--- src/rtl/pmseq_pkg.sv ---
package pmseq_pkg;

  typedef enum logic [2:0] {
    ST_PRI_RUN,
    ST_GATE_IN,
    ST_SEC_WAIT,
    ST_SEC_IDLE,
    ST_WAKE_DLY,
    ST_SEC_RUN,
    ST_GATE_OUT
  } pmState_t;

  typedef struct packed {
    logic gateToSec;
    logic wakeStart;
    logic countWake;
    logic gateToPri;
  } ctlStrobes_t;

endpackage

--- src/rtl/pmseq_ctrl.sv ---
module pmseq_ctrl
  import pmseq_pkg::*;
(
  input  logic        clk,
  input  logic        rst,
  input  logic        sleepStrobe,
  input  logic        idleEn,
  input  logic [1:0]  clkSel,
  input  logic        secOscEn,
  input  logic        secOscRunning,
  input  logic        wakeEvent,
  input  logic        wakeDone,
  input  logic        priRdy,
  output ctlStrobes_t strobes,
  output logic        cpuClkEn,
  output logic        perClkEn
);

  localparam logic [1:0] SEL_SECONDARY = 2'b01;

  pmState_t state, stateNext;
  logic     enterIdle;

  assign enterIdle = sleepStrobe && idleEn && (clkSel == SEL_SECONDARY) && secOscEn;

  always_comb begin
    stateNext = state;
    unique case (state)
      ST_PRI_RUN:  if (enterIdle)     stateNext = ST_GATE_IN;
      ST_GATE_IN:                     stateNext = ST_SEC_WAIT;
      ST_SEC_WAIT: if (secOscRunning) stateNext = ST_SEC_IDLE;
      ST_SEC_IDLE: if (wakeEvent)     stateNext = ST_WAKE_DLY;
      ST_WAKE_DLY: if (wakeDone)      stateNext = ST_SEC_RUN;
      ST_SEC_RUN:  if (priRdy)        stateNext = ST_GATE_OUT;
      ST_GATE_OUT:                    stateNext = ST_PRI_RUN;
      default:                        stateNext = ST_PRI_RUN;
    endcase
  end

  always_ff @(posedge clk) begin
    if (rst) state <= ST_PRI_RUN;
    else     state <= stateNext;
  end

  always_comb begin
    strobes.gateToSec = (state == ST_GATE_IN);
    strobes.wakeStart = (state == ST_SEC_IDLE) && wakeEvent;
    strobes.countWake = (state == ST_WAKE_DLY);
    strobes.gateToPri = (state == ST_GATE_OUT);
  end

  always_comb begin
    cpuClkEn = (state == ST_PRI_RUN) || (state == ST_SEC_RUN);
    perClkEn = (state == ST_PRI_RUN) || (state == ST_SEC_RUN) ||
               (state == ST_SEC_IDLE) || (state == ST_WAKE_DLY);
  end

  AST_WAKE_HOLDS_CPU: assert property (@(posedge clk) disable iff (rst)
    (state == ST_SEC_IDLE && wakeEvent) |=> !cpuClkEn && perClkEn);

endmodule

--- src/rtl/pmseq_dp.sv ---
module pmseq_dp
  import pmseq_pkg::*;
#(
  parameter int WAKE_CYC = 10,
  parameter int OST_CYC  = 1024,
  parameter int PLL_CYC  = 2048
) (
  input  logic        clk,
  input  logic        rst,
  input  ctlStrobes_t strobes,
  input  logic        pllSel,
  input  logic        priOscTick,
  output logic        wakeDone,
  output logic        priRdy,
  output logic        clkSrcSec,
  output logic        priOscEn,
  output logic        priStable,
  output logic        secActive
);

  localparam int WK_W = $clog2(WAKE_CYC + 1);
  localparam int ST_W = $clog2(OST_CYC + PLL_CYC + 1);
  localparam logic [WK_W-1:0] WAKE_LOAD = WK_W'(WAKE_CYC - 1);
  localparam logic [ST_W-1:0] OST_VAL   = ST_W'(OST_CYC);
  localparam logic [ST_W-1:0] FULL_VAL  = ST_W'(OST_CYC + PLL_CYC);

  logic [WK_W-1:0] wakeCnt;
  logic [ST_W-1:0] startCnt;
  logic [ST_W-1:0] startTarget;

  assign startTarget = pllSel ? FULL_VAL : OST_VAL;
  assign priRdy      = priOscEn && (startCnt >= startTarget);
  assign wakeDone    = (wakeCnt == '0);

  always_ff @(posedge clk) begin
    if (rst) begin
      clkSrcSec <= 1'b0;
      priOscEn  <= 1'b1;
      priStable <= 1'b1;
      secActive <= 1'b0;
    end else if (strobes.gateToSec) begin
      clkSrcSec <= 1'b1;
      priOscEn  <= 1'b0;
      priStable <= 1'b0;
      secActive <= 1'b1;
    end else if (strobes.gateToPri) begin
      clkSrcSec <= 1'b0;
      priStable <= 1'b1;
      secActive <= 1'b0;
    end else if (strobes.wakeStart) begin
      priOscEn  <= 1'b1;
    end
  end

  always_ff @(posedge clk) begin
    if (rst) begin
      wakeCnt <= '0;
    end else if (strobes.wakeStart) begin
      wakeCnt <= WAKE_LOAD;
    end else if (strobes.countWake && !wakeDone) begin
      wakeCnt <= wakeCnt - 1'b1;
    end
  end

  always_ff @(posedge clk) begin
    if (rst || strobes.wakeStart || !priOscEn) begin
      startCnt <= '0;
    end else if (priOscTick && (startCnt < FULL_VAL)) begin
      startCnt <= startCnt + 1'b1;
    end
  end

  AST_SWITCH_AFTER_STARTUP: assert property (@(posedge clk) disable iff (rst)
    $fell(clkSrcSec) |-> $past(priRdy, 2));

endmodule

--- src/rtl/pmseq_top.sv ---
module pmseq_top
  import pmseq_pkg::*;
#(
  parameter int WAKE_CYC = 10,
  parameter int OST_CYC  = 1024,
  parameter int PLL_CYC  = 2048
) (
  input  logic       clk,
  input  logic       rst,
  input  logic       sleepStrobe,
  input  logic       idleEn,
  input  logic [1:0] clkSel,
  input  logic       secOscEn,
  input  logic       secOscRunning,
  input  logic       pllSel,
  input  logic       priOscTick,
  input  logic       wakeEvent,
  output logic       cpuClkEn,
  output logic       perClkEn,
  output logic       clkSrcSec,
  output logic       priOscEn,
  output logic       priStable,
  output logic       secActive
);

  ctlStrobes_t strobes;
  logic        wakeDone;
  logic        priRdy;

  pmseq_ctrl i_ctrl (
    .clk           (clk),
    .rst           (rst),
    .sleepStrobe   (sleepStrobe),
    .idleEn        (idleEn),
    .clkSel        (clkSel),
    .secOscEn      (secOscEn),
    .secOscRunning (secOscRunning),
    .wakeEvent     (wakeEvent),
    .wakeDone      (wakeDone),
    .priRdy        (priRdy),
    .strobes       (strobes),
    .cpuClkEn      (cpuClkEn),
    .perClkEn      (perClkEn)
  );

  pmseq_dp #(
    .WAKE_CYC (WAKE_CYC),
    .OST_CYC  (OST_CYC),
    .PLL_CYC  (PLL_CYC)
  ) i_dp (
    .clk        (clk),
    .rst        (rst),
    .strobes    (strobes),
    .pllSel     (pllSel),
    .priOscTick (priOscTick),
    .wakeDone   (wakeDone),
    .priRdy     (priRdy),
    .clkSrcSec  (clkSrcSec),
    .priOscEn   (priOscEn),
    .priStable  (priStable),
    .secActive  (secActive)
  );

  AST_SRC_GATED: assert property (@(posedge clk) disable iff (rst)
    (clkSrcSec != $past(clkSrcSec)) |-> $past(!cpuClkEn && !perClkEn));

  AST_STROBE_IGNORED: assert property (@(posedge clk) disable iff (rst)
    (sleepStrobe && !secOscEn && cpuClkEn && !clkSrcSec) |=> cpuClkEn && !clkSrcSec);

  AST_PER_WAITS_OSC: assert property (@(posedge clk) disable iff (rst)
    ($rose(perClkEn) && clkSrcSec) |-> $past(secOscRunning));

  AST_PRI_ON_AT_WAKE: assert property (@(posedge clk) disable iff (rst)
    $rose(priOscEn) |-> $past(wakeEvent));

endmodule

--- config.mk ---
export PLATFORM = sky130hd
export DESIGN_NAME = pmseq_top
export DESIGN_NICKNAME = d
export VERILOG_FILES = /design/src/rtl/pmseq_pkg.sv /design/src/rtl/pmseq_ctrl.sv /design/src/rtl/pmseq_dp.sv /design/src/rtl/pmseq_top.sv
export SDC_FILE = /design/constraint.sdc
export NUM_CORES = 1
export LEC_CHECK = 0
export BUFFER_PORTS_ARGS = -buffer_cell sky130_fd_sc_hd__buf_2
export CORE_MARGIN = 10
export CORE_UTILIZATION = 45
export DETAILED_ROUTE_END_ITERATION = 12
export HOLD_SLACK_MARGIN = 0.08
export PLACE_DENSITY_LB_ADDON = 0.3
export SLEW_MARGIN = 15
export SYNTH_ARGS = -nofsm -noshare
export SYNTH_HDL_FRONTEND = slang
export SYNTH_SLANG_ARGS = --single-unit
--- constraint.sdc ---
create_clock -name clk -period 2.3 [get_ports clk]
set_input_delay 0.115 -clock clk [delete_from_list [all_inputs] [get_ports clk]]
set_output_delay 0.115 -clock clk [all_outputs]
set_load 0.05 [all_outputs]
==> impl_metrics.prom <==
# TYPE chip_impl_metric gauge
chip_impl_metric{name="maximum_buffer_depth_of_the_clock_tree",unit=""} 2
chip_impl_metric{name="layout_nets",unit=""} 166
chip_impl_metric{name="worstSkewPairLatency",unit="ns"} 0.30
chip_impl_metric{name="cts_num_sinks",unit=""} 22
chip_impl_info{name="timing.hold.worst.class",value="primary input to flop"} 1
chip_impl_info{name="ys.flop_type",value="sky130_fd_sc_hd__dfxtp_1"} 1
chip_impl_metric{name="pin_count",unit=""} 17
chip_impl_info{name="timing.critical_path.from_type",value="flop"} 1
chip_impl_metric{name="max_cap_viol_count",unit=""} 0
chip_impl_metric{name="grt_remaining_overflow",unit=""} 0
chip_impl_metric{name="grt_first_pass_wirelength",unit="um"} 4000
chip_impl_metric{name="synth.avg_cell_area",unit="sq um"} 8.50
chip_impl_metric{name="dr_total_vias",unit=""} 1001
chip_impl_metric{name="grt_pass1_vias",unit=""} 927
chip_impl_metric{name="cell_rows",unit=""} 18
chip_impl_metric{name="timing.final.crit_share",unit="%"} 76.4
chip_impl_metric{name="synthesis.nets",unit=""} 150
chip_impl_metric{name="htree_num_levels",unit=""} 1
chip_impl_metric{name="finalMaxSlewViolations",unit=""} 0
chip_impl_metric{name="setup_viol",unit=""} 0
chip_impl_metric{name="routed_wl",unit="um"} 2330
chip_impl_info{name="tritoncts",value="done"} 1
chip_impl_metric{name="grt_usage",unit="%"} 9.26
chip_impl_info{name="yosysMostFrequentCell",value="sky130_fd_sc_hd__dfxtp_1"} 1
chip_impl_metric{name="synthArstFlopShare",unit="%"} 0
chip_impl_metric{name="ys_ff_latch",unit=""} 22
chip_impl_metric{name="cts_post_setup_buffers_inserted",unit=""} 0
chip_impl_metric{name="slew-limit-headroom",unit="%"} 69.7
chip_impl_metric{name="synth_top_area_share",unit="%"} 38.4
chip_impl_metric{name="firstDrtPassIters",unit=""} 4
chip_impl_metric{name="tns",unit="ns"} 0
chip_impl_metric{name="die_area",unit="sq um"} 4970
chip_impl_metric{name="areaGrowthSynthToFinish",unit="%"} 9.81
chip_impl_metric{name="port_buffers",unit=""} 16
chip_impl_metric{name="cellPowerDensity",unit="nW/um^2"} 537
chip_impl_metric{name="maxClockFrequency",unit="GHz"} 0.569
chip_impl_metric{name="clkSlewWorstSetupHoldPaths",unit="ns"} 0.12
chip_impl_metric{name="vias_per_cell",unit=""} 5.59
chip_impl_metric{name="synth.cell_area",unit="sq um"} 1150
chip_impl_metric{name="floorplan.initialDensity",unit="%"} 46.7
chip_impl_metric{name="netlist_instances",unit=""} 135
chip_impl_metric{name="worst-slew-pin-transition",unit="ns"} 0.453
chip_impl_metric{name="dieHeight",unit="um"} 70.5
chip_impl_metric{name="cp_max_fo",unit=""} 11
chip_impl_metric{name="vdd.ir_drop.worst",unit="uV"} 234
chip_impl_metric{name="post_cts_hold_buffer_count",unit=""} 1
chip_impl_metric{name="die-width",unit="um"} 70.5
chip_impl_metric{name="yosysSeqAreaShare",unit="%"} 38.4
chip_impl_metric{name="number_of_flops_mapped_to_enable_cells_by_yosys",unit=""} 0
chip_impl_metric{name="power.leakage",unit="nW"} 0.451
chip_impl_metric{name="required_worst_endpoint",unit="ns"} 2.18
chip_impl_metric{name="skew",unit="ns"} 0.00305
chip_impl_metric{name="post_cts.resized_instances",unit=""} 0
chip_impl_metric{name="final_hold_viol_count",unit=""} 0
chip_impl_metric{name="postLayoutCellArea",unit="sq um"} 1260
chip_impl_info{name="ys_top_cells_by_area",value="sky130_fd_sc_hd__dfxtp_1, sky130_fd_sc_hd__a21oi_1, sky130_fd_sc_hd__nor2_1"} 1
chip_impl_metric{name="min_period",unit="ns"} 1.76
chip_impl_info{name="outcome",value="completed"} 1
chip_impl_info{name="clock_tree.root_cell",value="sky130_fd_sc_hd__clkbuf_4"} 1
chip_impl_metric{name="worst_ep_arrival_time",unit="ns"} 1.64
chip_impl_metric{name="ys.warnings.count",unit=""} 0
chip_impl_metric{name="globalplace.congestion",unit=""} 0.754
chip_impl_info{name="grt_setup_unrepaired",value="false"} 1
chip_impl_metric{name="core",unit="sq um"} 2450
chip_impl_metric{name="diodes",unit=""} 0
chip_impl_info{name="timing.critical_path.to_type",value="output pin"} 1
chip_impl_metric{name="avgRoutedWirePerCell",unit="um"} 13.0
chip_impl_info{name="synth_top_cell_by_area",value="sky130_fd_sc_hd__dfxtp_1"} 1
chip_impl_metric{name="drt-initial-drc-count",unit=""} 38
chip_impl_metric{name="cts_buffers",unit=""} 3
chip_impl_metric{name="pin_count_of_the_biggest_net_entering_global_routing",unit=""} 13
chip_impl_info{name="post_synth_most_frequent_cells",value="sky130_fd_sc_hd__dfxtp_1, sky130_fd_sc_hd__nor2_1, sky130_fd_sc_hd__a21oi_1"} 1
chip_impl_metric{name="antenna_left",unit=""} 0
chip_impl_metric{name="remaining_drc_errors",unit=""} 0
chip_impl_metric{name="antenna_violations_before_repair",unit=""} 0
chip_impl_metric{name="placed_cells",unit=""} 175
chip_impl_metric{name="placedInstanceArea",unit="sq um"} 1230
chip_impl_metric{name="hpwlAfterDp",unit="um"} 1750
chip_impl_metric{name="synth_cell_types",unit=""} 38
chip_impl_metric{name="layout-drive-gt1-share",unit="%"} 18.8
chip_impl_metric{name="instances_no_fill",unit=""} 179
chip_impl_info{name="worstSetupPathType",value="flop to output pin"} 1
where the power goes:
| group | total (mW) | switching [mW] | internal, mW |
|---|---|---|---|
| sequential | 0.405 | 0.0140 | 0.391 |
| combinational | 0.0973 | 0.0655 | 0.0318 |
| clock | 0.175 | 0.114 | 0.0612 |
| total | 0.677 | 0.194 | 0.484 |
metal layers:
layer / vias to the layer above / track usage, % / share of wire, %
met2: 23 / 14.4 / 47
li1: 500 / - / -
met1: 476 / 11.7 / 48
met4: 0 / 4.17 / 0.60
met3: 2 / 2.26 / 4.8
met5: - / 0 / 0
registers in the layout (all words and copies together) (netlist names):
name	flops
i_dp.startCnt	12
i_dp.wakeCnt	4
i_ctrl.state	3
i_dp.clkSrcSec	1
i_dp.priOscEn	1
i_dp.priStable	1
final timing paths:
path | cells after the start | end | start | slack, ns
max | 4 | perClkEn | i_ctrl.state[0]$_SDFFE_PP0P_ | 0.54
min | 3 | i_ctrl.state[0]$_SDFFE_PP0P_ | idleEn | 0.09
max reg2reg | 3 | i_dp.startCnt[0]$_SDFFE_PP0P_ | i_ctrl.state[2]$_SDFFE_PP0P_ | 0.73
min reg2reg | 2 | i_dp.startCnt[1]$_SDFFE_PP0P_ | i_dp.startCnt[1]$_SDFFE_PP0P_ | 0.51
cell families after synthesis:
kind of cell    synth area share, %
compound gates                 18.5
xor+xnor                       6.11
fa+ha+maj                      4.36
buf+inv                        5.56
flops                          38.4
simple gates                   27.0
stage by stage:
| step | power, mW | setup WS [ns] | hold WS [ns] | util (%) |
|---|---|---|---|---|
| after CTS | 0.683 | 0.545 | 0.0908 | 51.3 |
| after global placement | 0.508 | 0.854 | 0.400 | 50.0 |
| after global routing | 0.707 | 0.397 | 0.124 | 51.3 |
| after detailed placement | 0.510 | 0.738 | 0.404 | 50.0 |
| final | 0.677 | 0.543 | 0.0936 | 51.3 |
| after floorplan | 0.487 | 0.492 | 0.285 | - |
layout make-up:
type	count	area, sq um
fillers	229	1190
multi-input cells	100	643
flip-flops and latches	22	440
repair buffers	17	90.1
inverters	7	26.3
clock buffers	3	22.5
well taps	30	37.5
cell usage in the layout, fill, tap and decap left out, types with 2 or more instances in the layout:
cell                        instances
sky130_fd_sc_hd__nand3_1            4
sky130_fd_sc_hd__xor2_1             3
sky130_fd_sc_hd__clkbuf_4           3
sky130_fd_sc_hd__nor3_1             4
sky130_fd_sc_hd__buf_2             16
sky130_fd_sc_hd__a2111oi_0          2
sky130_fd_sc_hd__nand2_1           13
sky130_fd_sc_hd__xnor2_1            5
sky130_fd_sc_hd__inv_1              7
sky130_fd_sc_hd__dfxtp_1           22
sky130_fd_sc_hd__nor2b_1            2
sky130_fd_sc_hd__o21ai_0            6
sky130_fd_sc_hd__ha_1               4
sky130_fd_sc_hd__or3_1              4
sky130_fd_sc_hd__a21oi_1           14
sky130_fd_sc_hd__a211oi_1           2
sky130_fd_sc_hd__nor2_1            15
sky130_fd_sc_hd__nand4_1            4
worst max-delay path, stage by stage, from the launching register on:
cell	delay, ns
sky130_fd_sc_hd__dfxtp_1	0.59
sky130_fd_sc_hd__nor2b_1	0.30
sky130_fd_sc_hd__nor2_1	0.07
sky130_fd_sc_hd__nor2_1	0.10
sky130_fd_sc_hd__buf_2	0.27
(Power assumes the default switching activity.)
